**src/rtl/flash_guard_pkg.sv**
```systemverilog
package flash_guard_pkg;

    // Control field: bit 0 enable, bit 1 read, bit 2 write.
    typedef struct packed {
        logic wr;
        logic rd;
        logic en;
    } fg_ctrl_t;

    localparam int CTRL_BITS = 3;

    // Register kinds decoded from a configuration offset.
    typedef enum logic [1:0] {
        FG_REG_NONE,
        FG_REG_BASE,
        FG_REG_SIZE,
        FG_REG_CTRL
    } fg_reg_kind_e;

    // Window shape rules on up-to-32-bit operands.
    function automatic logic fg_len_pow2(input logic [32:0] sz);
        return ((sz & (sz + 33'd1)) == 33'd0);
    endfunction

    function automatic logic fg_aligned(input logic [32:0] base, input logic [32:0] sz);
        return ((base & sz) == 33'd0);
    endfunction

endpackage

```
**src/rtl/fg_regfile.sv**
```systemverilog
module fg_regfile
    import flash_guard_pkg::*;
#(
    parameter int NUM_WIN = 4,
    parameter int ADDR_W  = 12,
    parameter int CFG_AW  = 8
) (
    input  logic                             clk,
    input  logic                             rst,
    input  logic                             cfg_we,
    input  logic [CFG_AW-1:0]                cfg_addr,
    input  logic [31:0]                      cfg_wdata,
    output logic [NUM_WIN-1:0][ADDR_W-1:0]   base_q,
    output logic [NUM_WIN-1:0][ADDR_W-1:0]   size_q,
    output fg_ctrl_t [NUM_WIN-1:0]           ctrl_q,
    output logic                             clr_pulse
);
    localparam int CTRL_OFS = NUM_WIN * 8;
    localparam int CLR_OFS  = NUM_WIN * 12;

    assign clr_pulse = cfg_we && (cfg_addr == CFG_AW'(CLR_OFS));

    for (genvar i = 0; i < NUM_WIN; i++) begin : g_win
        fg_reg_kind_e kind;

        always_comb begin
            if (cfg_addr == CFG_AW'(i * 8))
                kind = FG_REG_BASE;
            else if (cfg_addr == CFG_AW'(i * 8 + 4))
                kind = FG_REG_SIZE;
            else if (cfg_addr == CFG_AW'(CTRL_OFS + i * 4))
                kind = FG_REG_CTRL;
            else
                kind = FG_REG_NONE;
        end

        always_ff @(posedge clk) begin
            if (rst) begin
                base_q[i] <= '0;
                size_q[i] <= '0;
                ctrl_q[i] <= '0;
            end else if (cfg_we) begin
                case (kind)
                    FG_REG_BASE: base_q[i] <= cfg_wdata[ADDR_W-1:0];
                    FG_REG_SIZE: size_q[i] <= cfg_wdata[ADDR_W-1:0];
                    FG_REG_CTRL: ctrl_q[i] <= fg_ctrl_t'(cfg_wdata[CTRL_BITS-1:0]);
                    default: ;
                endcase
            end
        end

        AST_CTRL_LOADS: assert property (@(posedge clk) disable iff (rst)
            (cfg_we && cfg_addr == CFG_AW'(CTRL_OFS + i * 4))
            |=> (ctrl_q[i] == $past(cfg_wdata[CTRL_BITS-1:0])));
    end

endmodule

```
**src/rtl/fg_window.sv**
```systemverilog
module fg_window
    import flash_guard_pkg::*;
#(
    parameter int ADDR_W      = 12,
    parameter int SPACE_LIMIT = 3072
) (
    input  logic              clk,
    input  logic              rst,
    input  logic [ADDR_W-1:0] base,
    input  logic [ADDR_W-1:0] size,
    input  fg_ctrl_t          ctrl,
    input  logic [ADDR_W-1:0] addr,
    output logic              rd_ok,
    output logic              wr_ok
);
    localparam logic [ADDR_W:0] LIMIT = (ADDR_W + 1)'(SPACE_LIMIT);

    logic [ADDR_W:0] last_byte;
    logic            shape_ok;
    logic            hit;

    always_comb begin
        last_byte = {1'b0, base} + {1'b0, size};
        shape_ok  = fg_len_pow2(33'(size))
                 && fg_aligned(33'(base), 33'(size))
                 && (last_byte < LIMIT);
        hit       = (addr >= base) && ({1'b0, addr} <= last_byte);
        rd_ok     = ctrl.en && ctrl.rd && shape_ok && hit;
        wr_ok     = ctrl.en && ctrl.wr && shape_ok && hit;
    end

    AST_OFF_SILENT: assert property (@(posedge clk) disable iff (rst)
        !ctrl.en |-> !(rd_ok || wr_ok));

    AST_PAST_LIMIT: assert property (@(posedge clk) disable iff (rst)
        (last_byte >= LIMIT) |-> !(rd_ok || wr_ok));

endmodule

```
**src/rtl/fg_fault.sv**
```systemverilog
module fg_fault (
    input  logic clk,
    input  logic rst,
    input  logic acc_valid,
    input  logic acc_allow,
    input  logic clr_pulse,
    output logic viol_flag
);
    logic blocked;

    assign blocked = acc_valid && !acc_allow;

    always_ff @(posedge clk) begin
        if (rst)
            viol_flag <= 1'b0;
        else if (blocked)
            viol_flag <= 1'b1;
        else if (clr_pulse)
            viol_flag <= 1'b0;
    end

    AST_BLOCK_FLAGS: assert property (@(posedge clk) disable iff (rst)
        (acc_valid && !acc_allow) |=> viol_flag);

    AST_FLAG_HOLDS: assert property (@(posedge clk) disable iff (rst)
        (viol_flag && !clr_pulse) |=> viol_flag);

    AST_FLAG_CLEARS: assert property (@(posedge clk) disable iff (rst)
        (clr_pulse && !(acc_valid && !acc_allow)) |=> !viol_flag);

endmodule

```
**src/rtl/flash_guard.sv**
```systemverilog
module flash_guard
    import flash_guard_pkg::*;
#(
    parameter int NUM_WIN     = 4,
    parameter int ADDR_W      = 12,
    parameter int SPACE_LIMIT = 3072,
    parameter int CFG_AW      = 8
) (
    input  logic              clk,
    input  logic              rst,
    input  logic              cfg_we,
    input  logic [CFG_AW-1:0] cfg_addr,
    input  logic [31:0]       cfg_wdata,
    input  logic              acc_valid,
    input  logic [ADDR_W-1:0] acc_addr,
    input  logic              acc_write,
    output logic              acc_allow,
    output logic              viol_flag
);
    logic [NUM_WIN-1:0][ADDR_W-1:0] base_q;
    logic [NUM_WIN-1:0][ADDR_W-1:0] size_q;
    fg_ctrl_t [NUM_WIN-1:0]         ctrl_q;
    logic                           clr_pulse;
    logic [NUM_WIN-1:0]             rd_vec;
    logic [NUM_WIN-1:0]             wr_vec;

    fg_regfile #(
        .NUM_WIN (NUM_WIN),
        .ADDR_W  (ADDR_W),
        .CFG_AW  (CFG_AW)
    ) regs_i (
        .clk       (clk),
        .rst       (rst),
        .cfg_we    (cfg_we),
        .cfg_addr  (cfg_addr),
        .cfg_wdata (cfg_wdata),
        .base_q    (base_q),
        .size_q    (size_q),
        .ctrl_q    (ctrl_q),
        .clr_pulse (clr_pulse)
    );

    for (genvar i = 0; i < NUM_WIN; i++) begin : g_chk
        fg_window #(
            .ADDR_W      (ADDR_W),
            .SPACE_LIMIT (SPACE_LIMIT)
        ) win_i (
            .clk   (clk),
            .rst   (rst),
            .base  (base_q[i]),
            .size  (size_q[i]),
            .ctrl  (ctrl_q[i]),
            .addr  (acc_addr),
            .rd_ok (rd_vec[i]),
            .wr_ok (wr_vec[i])
        );
    end

    assign acc_allow = acc_valid && (acc_write ? (|wr_vec) : (|rd_vec));

    fg_fault fault_i (
        .clk       (clk),
        .rst       (rst),
        .acc_valid (acc_valid),
        .acc_allow (acc_allow),
        .clr_pulse (clr_pulse),
        .viol_flag (viol_flag)
    );

    AST_IDLE_NO_ALLOW: assert property (@(posedge clk) disable iff (rst)
        !acc_valid |-> !acc_allow);

    AST_IDLE_FLAG_STEADY: assert property (@(posedge clk) disable iff (rst)
        (!acc_valid && !clr_pulse) |=> $stable(viol_flag));

endmodule

```
**config.mk**
```make
export PLATFORM = sky130hd
export DESIGN_NAME = flash_guard
export DESIGN_NICKNAME = d
export VERILOG_FILES = /design/src/rtl/flash_guard_pkg.sv /design/src/rtl/fg_regfile.sv /design/src/rtl/fg_window.sv /design/src/rtl/fg_fault.sv /design/src/rtl/flash_guard.sv
export SDC_FILE = /design/constraint.sdc
export NUM_CORES = 1
export LEC_CHECK = 0
export ABC_AREA = 0
export BUFFER_PORTS_ARGS = -buffer_cell sky130_fd_sc_hd__buf_2
export CAP_MARGIN = 20
export CORE_MARGIN = 8
export CORE_UTILIZATION = 40
export CTS_CLUSTER_SIZE = 8
export DETAILED_ROUTE_END_ITERATION = 6
export PLACE_DENSITY = 0.64
export SKIP_CTS_REPAIR_TIMING = 1
export SYNTH_ARGS = -nofsm -noshare
export SYNTH_HDL_FRONTEND = slang
export SYNTH_SLANG_ARGS = --single-unit
```
**constraint.sdc**
```tcl
create_clock -name clk -period 11.35 [get_ports clk]
set_input_delay 1.135 -clock clk [delete_from_list [all_inputs] [get_ports clk]]
set_output_delay 1.135 -clock clk [all_outputs]
set_load 0.01 [all_outputs]
```
-- After elaboration in Yosys (flattened, before gate mapping)
Index checks and enable logic that the tools add are counted.
- add/subtract/negate cells: 8
- order comparisons: 12
- eq/ne operators: 24
- multiplexer cells: 15
- bitwise logic cells: 8
- reduce and logical (&&, ||, !) cells: 64
- operators by type and width (operator ; number):
    zero test 33 bit ; 8
    bitwise AND 12 x 33 -> 33 bit ; 4
    adder 12 x 1 -> 13 bit, second input constant ; 4
    adder 12 x 12 -> 13 bit ; 4
    <= comparator 12 x 13 -> 1 bit ; 4
    < comparator 13 x 12 -> 1 bit, second input constant ; 4
    bitwise AND 12 bit ; 4
    greater-or-equal comparator 12 bit ; 4
    equality test 8 x 6 -> 1 bit, second input constant ; 5
    logical AND 1 bit ; 39
    equality test 8 x 5 -> 1 bit, second input constant ; 4
    2-to-1 mux 2 bit ; 12
    AND reduction 2 bit ; 12
    equality test 2 bit, second input constant ; 8
    equality test 8 x 4 -> 1 bit, second input constant ; 2
    equality test 2 x 1 -> 1 bit, second input constant ; 4
    equality test 8 x 3 -> 1 bit, second input constant ; 1
    zero test 8 bit ; 1
    OR reduction 4 bit ; 2
    2-to-1 mux 1 bit ; 3
    nonzero test 2 bit ; 1
    zero test 1 bit ; 1
- flip-flop bits (word level): 109
- input port bits: 57
- output and inout bits: 2
- word-level logic and storage cells: 152

-- Logic depth before layout (Yosys ltp)
Gate-level depths: netlist (run 1).
- depth after elaboration: 13
- depth in mapped cells: 19
- depth with buffers taken out: 19

-- Modules after synthesis
From an unflattened synthesis (run 1), not the netlist that was laid out.
- cell total of the unflattened synthesis: 1026
- area, all modules: 9225.1 sq um
- by module, submodules not included (module ; instances ; cells an instance ; area an instance (sq um)):
    fg_regfile ; 1 ; 391 ; 4406.7
    fg_window at g_chk[0].win_i ... ; 3 ; 156 ; 1172.4
    fg_window at g_chk[1].win_i ; 1 ; 159 ; 1236.2
    fg_fault ; 1 ; 4 ; 41.3
    flash_guard ; 1 ; 4 ; 23.8

-- Least setup slack after synthesis (run 1)
OpenSTA, ideal clock, no wires.
- kind: reg2out
- start point: register regs_i.base_q[0] in the netlist's numbering
- end point: output acc_allow
- arrival time: 4.026 ns
- required time: 10.215 ns
- slack: 6.189 ns
- stages on the path, launching flop included: 18
- path buffers: 0
- cell sequence: dfxtp_1 > ha_1 > fa_1 > a211o_1 > a211o_1 > a31oi_1 > o21ba_1 > xnor2_4 > inv_1 > ha_1 > a21o_1 > a21o_1 > a2111oi_0 > a211oi_1 > a2111o_1 > a21oi_2 > a221o_2 > o211a_1
- word-level cells in the longest chain between the ends: 9
- ends and longest elaborated chain (element ; line ; RTL):
    from (decl) ; fg_regfile.sv:13 ; output logic [NUM_WIN-1:0][ADDR_W-1:0] base_q,
    from (signal, indexed assignment) ; fg_regfile.sv:44 ; FG_REG_BASE: base_q[i] <= cfg_wdata[ADDR_W-1:0];
    branches (longest 7 deep; another with adder 12 x 12 -> 13 bit) ; -- ;
    2-to-1 mux 1 bit * ; flash_guard.sv:59 ; assign acc_allow = acc_valid && (acc_write ? (|wr_vec) : (|rd_vec));
    logical AND 1 bit * ; flash_guard.sv:59 ;
    to (decl) ; flash_guard.sv:17 ; output logic acc_allow,
Every way passes the cells marked *.

-- Worst setup path after layout (run 1)
Same ends and word-level chain as after synthesis.

==> results of run 1 <==
[flip-flops by register name, summed over array words and instances, names as in the netlist]
name               count
fault_i.viol_flag      1
regs_i.base_q         48
regs_i.ctrl_q         12
regs_i.size_q         48
[synthesized netlist by cell type, drive strengths merged (7+ instances only)]
cell type | instances | area share (%)
a21oi | 54 | 3.1
nand4 | 16 | 1.1
ha | 144 | 20
o211ai | 8 | 0.67
nand3 | 24 | 1.3
xnor2 | 15 | 1.7
and3 | 9 | 0.63
nor3 | 18 | 1.0
inv | 70 | 2.9
buf | 8 | 0.34
a211o | 10 | 0.98
nor4 | 20 | 1.4
a211oi | 8 | 0.67
mux2i | 109 | 12
o21ai | 39 | 2.2
nand2b | 21 | 1.5
nand2 | 58 | 2.4
a21o | 26 | 2.2
dfxtp | 109 | 24
nor2b | 7 | 0.49
nor2 | 159 | 6.7
xor2 | 19 | 1.9
clkbuf | 24 | 1.0
o21a | 9 | 0.76
[layer usage]
layer	vias up	GRT usage (%)	wire length (um)
li1	3890	-	-
met1	3684	26.69	12680
met2	194	28.36	10900
met3	31	2.925	1495
met4	0	5.438	524
met5	-	0	0
[logic make-up (layout without fill, tap and decap cells)]
kind of cell	after synthesis	in the layout
compound gates	198	198
xor+xnor	34	34
fa+ha+maj	148	148
buf+inv	102	129
flops	109	109
mux	110	110
simple gates	366	366
[worst reg2reg max path: stages (launching register included)]
cell and delay (ps):
sky130_fd_sc_hd__dfxtp_1 340, sky130_fd_sc_hd__ha_1 280, sky130_fd_sc_hd__fa_1 450, sky130_fd_sc_hd__a211o_1 320, sky130_fd_sc_hd__a211o_1 270, sky130_fd_sc_hd__a31oi_1 200
sky130_fd_sc_hd__o21ba_1 230, sky130_fd_sc_hd__xnor2_4 150, sky130_fd_sc_hd__inv_1 60, sky130_fd_sc_hd__ha_1 290, sky130_fd_sc_hd__a21o_1 160, sky130_fd_sc_hd__a21o_1 200
sky130_fd_sc_hd__a2111oi_0 390, sky130_fd_sc_hd__a211oi_1 190, sky130_fd_sc_hd__a2111o_1 380, sky130_fd_sc_hd__a21oi_2 200, sky130_fd_sc_hd__a221o_2 200, sky130_fd_sc_hd__nor3_1 50
sky130_fd_sc_hd__a211o_1 220
[layout make-up]
class,count,area [um^2]
clock buffer,10,239.0
clock inverter,6,92.59
fill,2233,12130
inverter,70,262.8
multi-input combinational,856,6380
sequential,109,2182
tap,280,350.3
timing repair buffer,43,250.2
[power by group through the flow]
stage               clock network [W]  logic (W)  registers [W]
CTS                          0.000366  0.0000861       0.000384
finish                       0.000360  0.0000877       0.000384
detailed placement                  0  0.0000857       0.000393
global route                 0.000380  0.0000974       0.000384
floorplan                           0  0.0000492       0.000393
global placement                    0  0.0000837       0.000393
[worst paths after layout]
check                           startpoint                             end  slack (ps)  depth (start not counted)
max reg2reg  regs_i.base_q[0]$_SDFFE_PP0P_  fault_i.viol_flag$_SDFFE_PP0P_        6670                         18
min          regs_i.ctrl_q[2]$_SDFFE_PP0P_   regs_i.ctrl_q[2]$_SDFFE_PP0P_         510                          2
max          regs_i.base_q[0]$_SDFFE_PP0P_                       acc_allow        5210                         19
min reg2reg  regs_i.ctrl_q[2]$_SDFFE_PP0P_   regs_i.ctrl_q[2]$_SDFFE_PP0P_         510                          2
[cell usage in the layout, fill, tap and decap left out, types with 24 or more instances in the layout]
master	Yosys	layout
sky130_fd_sc_hd__buf_2	0	37
sky130_fd_sc_hd__nand2_1	58	58
sky130_fd_sc_hd__inv_1	70	70
sky130_fd_sc_hd__o21ai_0	35	35
sky130_fd_sc_hd__nor2_1	159	159
sky130_fd_sc_hd__dfxtp_1	109	109
sky130_fd_sc_hd__a21o_1	26	26
sky130_fd_sc_hd__a21oi_1	53	53
sky130_fd_sc_hd__mux2i_1	109	109
sky130_fd_sc_hd__nand3_1	24	24
sky130_fd_sc_hd__ha_1	144	144
[through the flow]
step	hold WS (ps)	cell area [um^2]
global placement	477.6	9398
CTS	511.3	9729
global route	527.3	9757
detailed placement	492.8	9398
finish	513.3	9757
floorplan	460.7	8945
==> results.md, run 1 <==
- The flow ran to the end, and the final reports show no timing, DRC or antenna violations.
- Entering global routing, the biggest net connects 111 pins.
- The sort of element at the start of the critical path is a register.
- The floorplan step defined a die boundary enclosing 0.02740 mm^2.
- The master of the slowest instance on the critical path is sky130_fd_sc_hd__fa_1.
- The total global-route track usage is 18.69%.
- The clock passes through at most 2 buffers.
- The clock slew seen by the registers of the worst setup and hold paths is 80 ps.
- After detailed routing, the number of remaining DRC violations is 0.
- After floorplanning, the core was divided into 54 placement rows.
- The share of post-route cells with drive strength above 1 is 6.307%.
- The number of ports placed on the die boundary is 59.
- The hold violation total from the final report is 0.
- Once routing completed, OpenROAD measured the worst setup slack at 5214 ps.
- The data required time at the worst endpoint is roughly 10000 ps.
- The arrival time of the worst setup path is 5000 ps.
- The tool flagged a number of max-cap violations equal to 0.
- During placement, the flow inserted port buffers numbering 38.
- The number of register bits inferred by synthesis is around 110.
- The final total negative setup slack is 0 ps.
- Of all nets on the critical path, the largest fanout is 5.
- Cell internal power was estimated by the tool at 0.0006148 W.
- The global-route wire length before repair is roughly 39 mm.
- The maximum clock skew at final layout is between 7 and 8 ps.
- Once layout is complete, the utilization of the core stands at 44.57%.
- For this design the total switching power over the nets is 0.0002168 W.
- Of the total power, combinational logic draws between 10% and 20%.
- Summing the sequential cell areas from Yosys gives between 20% and 30% of the chip area.
- The number of global-route vias before repair is between 7000 and 8000.
- A synthesized cell averages 8.383 um^2.
- The instance count of the mapped netlist is 1067.
- The cell area that synthesis handed to floorplanning was approximately 0.0089 mm^2.
- The share of total power dissipated in sequential elements is 46.1%.
- The path type of the worst setup path is reg -> out.
- The design draws slightly above 0.0008 W.
- The Yosys step of the flow raised 0 warnings.
- The wire-length estimate of the detail-placed layout is 18.92 mm.
- The initial cell density of the core is between 40 and 50%.
- The worst path in the final design needs a cycle of between 6000 and 7000 ps, including I/O delays and setup.
- 0 antenna diodes ended up in the layout.
- After detailed routing, the average wire length per cell comes to 18.64 um.
- The floorplan step set the die height to about 170 um.
- The final max-slew violation count is 0.
- The total nets after synthesis is about 1300.
- Excluding fillers, the count of instances in the completed layout stands at 1374.
- Traced cell by cell, the critical path runs through ha_1, fa_1, a211o_1, a211o_1, a31oi_1, o21ba_1, xnor2_4, inv_1, ha_1, a21o_1, a21o_1, a2111oi_0, a211oi_1, a2111o_1, a21oi_2, a221oi_1, nand2_1, o211a_1, buf_2.
- For this run, the top clock speed supported by timing is approximately 160 MHz.
- The final period utilization is 54.06%.
- The number of vias per cell after detailed routing is 5.676.
- Across all layers, the routed design uses roughly 8000 vias.
- In this design, the stage delay of the slowest critical-path cell is 450 ps.
- After synthesis, the largest family of logic cells by area is adder cells.
- Clock tree synthesis selected as its root buffer the cell sky130_fd_sc_hd__clkbuf_16.
- The area growth from synthesis to layout is 9.078%.
- Measured along the x axis, the die boundary spans 165.5 um.
- The DRC marker count from the first detailed-route iteration is 526.
- The later-pin clock latency in the skew report is 360 ps.
- Yosys mapped a number of flops with a built-in enable equal to 0.
- At the end of the flow, the number of nets in the layout was about 1300.
- The headroom to the max-slew limit is 46.68%.
- Including well taps, the total number of placed cells is between 1000 and 1500.
- The length of the first detailed-routing pass in iterations is 5.
- The part of the total power dissipated in the clock network is 43.3%.
- The total clock buffers created by CTS is 9.
- The core region is 0.02189 mm^2.
- Summing the areas of all xor and xnor instances in the mapped netlist gives under 10% of the synthesized area.
- The path class of the tightest hold or removal check is reg -> reg.
- Before CTS, the worst setup slack after placement is 5626 ps.
- The total length of routed wires is between 20 and 30 mm.
- The setup violation total in the final timing report is 0.
- After synthesis, the share of flip-flops with an asynchronous set or reset is 0%.
- The post-synthesis mux area share is 12.32%.
- The clock tree from TritonCTS is built.
- The number of buffers and inverters on the critical path is 2.
- In this run the power density over the cells is 85.23 mW/mm^2.
- The synthesized netlist devotes a little over a fifth of its cell area to adder and majority cells.
- Of the total synthesized cell area, the portion taken by AND, OR, NAND and NOR gates is roughly a fifth.
- Clock tree synthesis found a total of 109 sinks.
- The kind of end point of the critical path is an output port.
- The synthesized-area fraction occupied by ao, oa, aoi and oai cells is 14.83%.
- The initial antenna violation count came to 0.
- The H-tree was split into 3 levels.
- The final weighted congestion of routability-driven global placement is 0.9548.
- Setup repair after global routing left no endpoint under its margin.
- Among all flip-flop cells after synthesis, the most frequent one is sky130_fd_sc_hd__dfxtp_1.
- Once detail routing completed, the nets flagged for antenna violations numbered 0.
- The number of library cell types mapped by synthesis is between 60 and 70.
- The static power due to leakage is 4.452 nW.
- The proportion of total power due to net switching is approximately a quarter.
- VDD sags by at most 78.68 uV.
- The category of cells accounting for the largest share of critical-path delay is compound AO/OA/AOI/OAI gates.
- The slew at the pin closest to its max-slew limit is 797.9 ps.
- Global routing finished with a remaining overflow of 0.
No activity file was read; power rests on OpenSTA's default activity.
==> run 2: changes to the inputs <==
--- a/config.mk
+++ b/config.mk
@@ -5,14 +5,14 @@
 export SDC_FILE = /design/constraint.sdc
 export NUM_CORES = 1
 export LEC_CHECK = 0
-export ABC_AREA = 0
+export ABC_AREA = 1
 export BUFFER_PORTS_ARGS = -buffer_cell sky130_fd_sc_hd__buf_2
 export CAP_MARGIN = 20
 export CORE_MARGIN = 8
 export CORE_UTILIZATION = 40
 export CTS_CLUSTER_SIZE = 8
 export DETAILED_ROUTE_END_ITERATION = 6
-export PLACE_DENSITY = 0.64
+export PLACE_DENSITY = 0.63
 export SKIP_CTS_REPAIR_TIMING = 1
 export SYNTH_ARGS = -nofsm -noshare
 export SYNTH_HDL_FRONTEND = slang
==> constraint.sdc (replaced) <==
create_clock -name clk -period 5.7 [get_ports clk]
set_input_delay 0.57 -clock clk [delete_from_list [all_inputs] [get_ports clk]]
set_output_delay 0.57 -clock clk [all_outputs]
set_load 0.01 [all_outputs]
==> results.md, run 2 <==
- Result of the run: complete, no violations (unchanged).
- The remaining global-route overflow is 0 (unchanged).
- The number of ports placed on the die boundary was 59 (unchanged).
- The max-capacitance violation count was 0 (unchanged).
- The number of design rule violations left after detail routing is 0 (unchanged).
- Area contributors post-synth: sky130_fd_sc_hd__dfxtp_1 24%, sky130_fd_sc_hd__ha_1 19%, sky130_fd_sc_hd__nand2_1 10% (was sky130_fd_sc_hd__dfxtp_1 24%, sky130_fd_sc_hd__ha_1 20%, sky130_fd_sc_hd__mux2i_1 12%).
- The total clock buffers created by CTS is 9 (unchanged).
- The design area is 0.009968 mm^2 (was 0.009757 mm^2).
- The headroom to the max-slew limit was 32.98% (was 46.68%).
- The xor and xnor fraction of the mapped netlist area is 3.021% (was 3.539%).
- The fraction of synthesized cell area taken by the top area cell type is 23.52% (was 24.40%).
- The clock tree from TritonCTS is built (unchanged).
- The clock slew seen by the registers of the worst setup and hold paths was 70 ps (was 80 ps).
- The deepest level of the CTS H-tree is 3 (unchanged).
- The largest driver fanout on the critical path is 3 (was 5).
- The total nets after synthesis is 1535 (was 1272).
- The sort of element at the start of the critical path is a register (unchanged).
- The slew at the pin closest to its max-slew limit was 1005 ps (was 797.9 ps).
- The most common cell after layout, fill and taps aside is sky130_fd_sc_hd__nand2_1 (was sky130_fd_sc_hd__nor2_1).
- The synthesized-area fraction occupied by adder cells is 20.29% (was 21.04%).
- The final weighted congestion of routability-driven global placement is 0.8897 (was 0.9548).
- The number of buffers added on ports is 38 (unchanged).
- The number of routed nets with antenna violations is 0 (unchanged).
- The number of global-route vias before repair is 7956 (was 7167).
- The share of synthesized flip-flops with an asynchronous set or reset came to 0% (unchanged).
- The DRC marker count from the first detailed-route iteration is 527 (was 526).
- The data required time at the worst endpoint is 5130 ps (was 10220 ps).
- The via count is 8541 (was 7799).
- Commonest cells post-synth: 247 x sky130_fd_sc_hd__nand2_1, 206 x sky130_fd_sc_hd__nor2_1, 180 x sky130_fd_sc_hd__inv_1 (was 159 x sky130_fd_sc_hd__nor2_1, 144 x sky130_fd_sc_hd__ha_1, 109 x sky130_fd_sc_hd__dfxtp_1, 109 x sky130_fd_sc_hd__mux2i_1, 70 x sky130_fd_sc_hd__inv_1).
- The kind of end point of the critical path is an output port (unchanged).
- The top cell type by total area after synthesis is sky130_fd_sc_hd__dfxtp_1 (unchanged).
- The number of vias per cell after detailed routing is 5.208 (was 5.676).
- The count of standard-cell rows was 55 (was 54).
- The path type of the worst setup path is reg -> out (unchanged).
- The simple-gate share of the synthesized area was 27.07% (was 19.60%).
- The length of the first detailed-routing pass in iterations was 5 (unchanged).
- The number of flops mapped to enable cells by yosys is 0 (unchanged).
- The number of buffers and inverters on the critical path was 2 (unchanged).
- The hold violation total from the final report came to 0 (unchanged).
- The maximum clock skew at final layout is 4.247 ps (was 7.522 ps).
- The share of post-route cells with drive strength above 1 came to 6.494% (was 6.307%).
- The arrival time of the worst setup path came to 3610 ps (was 5000 ps).
- The synthesized area divided by synthesized cell count is 6.975 um^2 (was 8.383 um^2).
- The area of the core region is 0.02271 mm^2 (was 0.02189 mm^2).
- The netlist area before placement is 0.009276 mm^2 (was 0.008945 mm^2).
- The ratio of total power to cell area was 156.0 mW/mm^2 (was 85.23 mW/mm^2).
- The master of the slowest instance on the critical path is sky130_fd_sc_hd__fa_1 (unchanged).
- The static power due to leakage is 4.428 nW (was 4.452 nW).
- The width of the die is 168.3 um (was 165.5 um).
- Worst path cell trace: ha_1, fa_1, a31oi_1, o21ai_0, nand3_1, nand2_1, xor2_1, ha_1, nand2_1, nor3_1, o21ai_0, nand2_1, nand3_1, nand2_1, inv_1, nand3b_1, nand4_1, nand2_1, nor2_1, buf_2 (was ha_1, fa_1, a211o_1, a211o_1, a31oi_1, o21ba_1, xnor2_4, inv_1, ha_1, a21o_1, a21o_1, a2111oi_0, a211oi_1, a2111o_1, a21oi_2, a221oi_1, nand2_1, o211a_1, buf_2).
- The maximum number of pins on one net before global-route repair was 91 (was 111).
- The category of cells accounting for the largest share of critical-path delay was simple AND/OR/NAND/NOR gates (was compound AO/OA/AOI/OAI gates).
- The overall die height is 168.3 um (was 165.5 um).
- The antenna diode instance count is 0 (unchanged).
- The final max-slew violation count is 0 (unchanged).
- The initial cell density of the core is 40.85% (was 40.86%).
- The instance count of the mapped netlist was 1330 (was 1067).
- The least setup slack across all paths after layout was 1518 ps (was 5214 ps).
- The post-synthesis mux area share is 0% (was 12.32%).
- The maximum single-stage delay on the critical path is 430 ps (was 450 ps).
- The minimum setup slack among reg-to-reg paths was 2380 ps (was 6670 ps).
- The setup violation total in the final timing report is 0 (unchanged).
- The global-route wire length before repair is 41.26 mm (was 39.49 mm).
- The final critical path time including I/O delays and setup is 4182 ps.
- Top Registers: regs_i.base_q: 48 flops, regs_i.size_q: 48 flops, regs_i.ctrl_q: 12 flops (unchanged).
- The number of register bits inferred by synthesis is 109 (unchanged).
- The mean routed wirelength per cell is 15.74 um (was 18.64 um).
- The total die area came to 0.02832 mm^2 (was 0.02740 mm^2).
- The main combinational cell family by area after synthesis is simple AND/OR/NAND/NOR gates (was adder cells).
- Unrepaired setup endpoints after global routing: false (unchanged).
- The minimum setup slack after placement is 1877 ps (was 5626 ps).
- The placed standard-cell area is 0.009698 mm^2 (was 0.009398 mm^2).
- The number of warnings printed during yosys synthesis is 0 (unchanged).
- The area added between synthesis and finish is 7.459% (was 9.078%).
- The number of library cell types mapped by synthesis is 38 (was 64).
- The later-pin clock latency in the skew report was 360 ps (about the same).
- Leading cell types in the layout, fill and taps excluded: 247 x sky130_fd_sc_hd__nand2_1, 206 x sky130_fd_sc_hd__nor2_1, 180 x sky130_fd_sc_hd__inv_1 (was 159 x sky130_fd_sc_hd__nor2_1, 144 x sky130_fd_sc_hd__ha_1, 109 x sky130_fd_sc_hd__mux2i_1, 109 x sky130_fd_sc_hd__dfxtp_1, 70 x sky130_fd_sc_hd__inv_1).
- The largest vdd supply drop was 100.1 uV (was 78.68 uV).
- The class of the worst hold path is in -> reg (was reg -> reg).
- The highest clock frequency the design can meet is 239.1 MHz.
- The maximum root-to-sink buffer count is 2 (unchanged).
- The final net count is 1555 (was 1294).
- The most instantiated library cell after synthesis is sky130_fd_sc_hd__nand2_1 (was sky130_fd_sc_hd__nor2_1).
- Dividing the final minimum period by the clock period gives about three quarters.
- The final total negative setup slack is 0 ps (unchanged).
- The synthesized-area fraction occupied by ao, oa, aoi and oai cells was 16.95% (was 14.83%).
- The total global-route track usage was 18.41% (was 18.69%).
- The total length of routed wires is 25.82 mm (was 25.61 mm).
- The cell that appears most often on the critical path is sky130_fd_sc_hd__nand2_1.
- The commonest register cell after synthesis was sky130_fd_sc_hd__dfxtp_1 (unchanged).
- The detailed placer's ending HPWL is 20.11 mm (was 18.92 mm).
- The sequential share of the synthesized area is 23.52% (was 24.40%).
- The library cell used as clock root buffer is sky130_fd_sc_hd__clkbuf_16 (unchanged).
- The number of sinks driven by the clock tree is 109 (unchanged).
- The initial antenna violation count is 3 (was 0).
## run 2: through the flow
step	std cells	utilization, %	power (W)	hold WS [ps]
detailed placement	1624	42.71	0.0009739	485.6
floorplan	1330	-	0.0008959	461.6
CTS	1640	43.90	0.001573	458.8
finish	1640	43.90	0.001555	469.1
global placement	1624	42.71	0.0009686	481.3
global route	1640	43.90	0.001623	489.0
## run 2: final cells by class
class | instances | area (um^2)
tap | 285 | 356.6
sequential | 109 | 2182
inverter | 188 | 705.7
fill | 2358 | 12740
clock inverter | 5 | 37.54
clock buffer | 11 | 232.7
multi-input combinational | 1002 | 6246
timing repair buffer | 40 | 207.7
## run 2: per-layer routing
layer	up-vias	part of all wire (%)	GRT usage, %
met1	3835	49	24.53
met4	6	3.0	7.492
li1	4523	-	-
met3	34	4.0	2.900
met2	143	43	29.17
met5	-	0.16	0
## run 2: tightest hold or removal path, stage by stage
cell                      delay, ps
sky130_fd_sc_hd__buf_2          100
sky130_fd_sc_hd__nand2_1         60
sky130_fd_sc_hd__a21oi_1         50
## run 2: cells by family (layout without fill, tap and decap cells)
family | after synthesis | in the layout
compound gates | 240 | 240
xor+xnor | 32 | 32
fa+ha+maj | 148 | 148
buf+inv | 219 | 244
flops | 109 | 109
simple gates | 582 | 582
## run 2: final timing paths
path,depth (start not counted),start,to
worst min-delay path,3,acc_valid,fault_i.viol_flag$_SDFFE_PP0P_
worst max register to register,20,regs_i.base_q[24]$_SDFFE_PP0P_,fault_i.viol_flag$_SDFFE_PP0P_
worst max-delay path,20,regs_i.base_q[24]$_SDFFE_PP0P_,acc_allow
worst min register to register,2,regs_i.ctrl_q[2]$_SDFFE_PP0P_,regs_i.ctrl_q[2]$_SDFFE_PP0P_
## run 2: power by group
part           switching, W  internal [W]
Clock              0.000301      0.000298
Sequential       0.00000233      0.000763
Combinational      0.000131     0.0000593
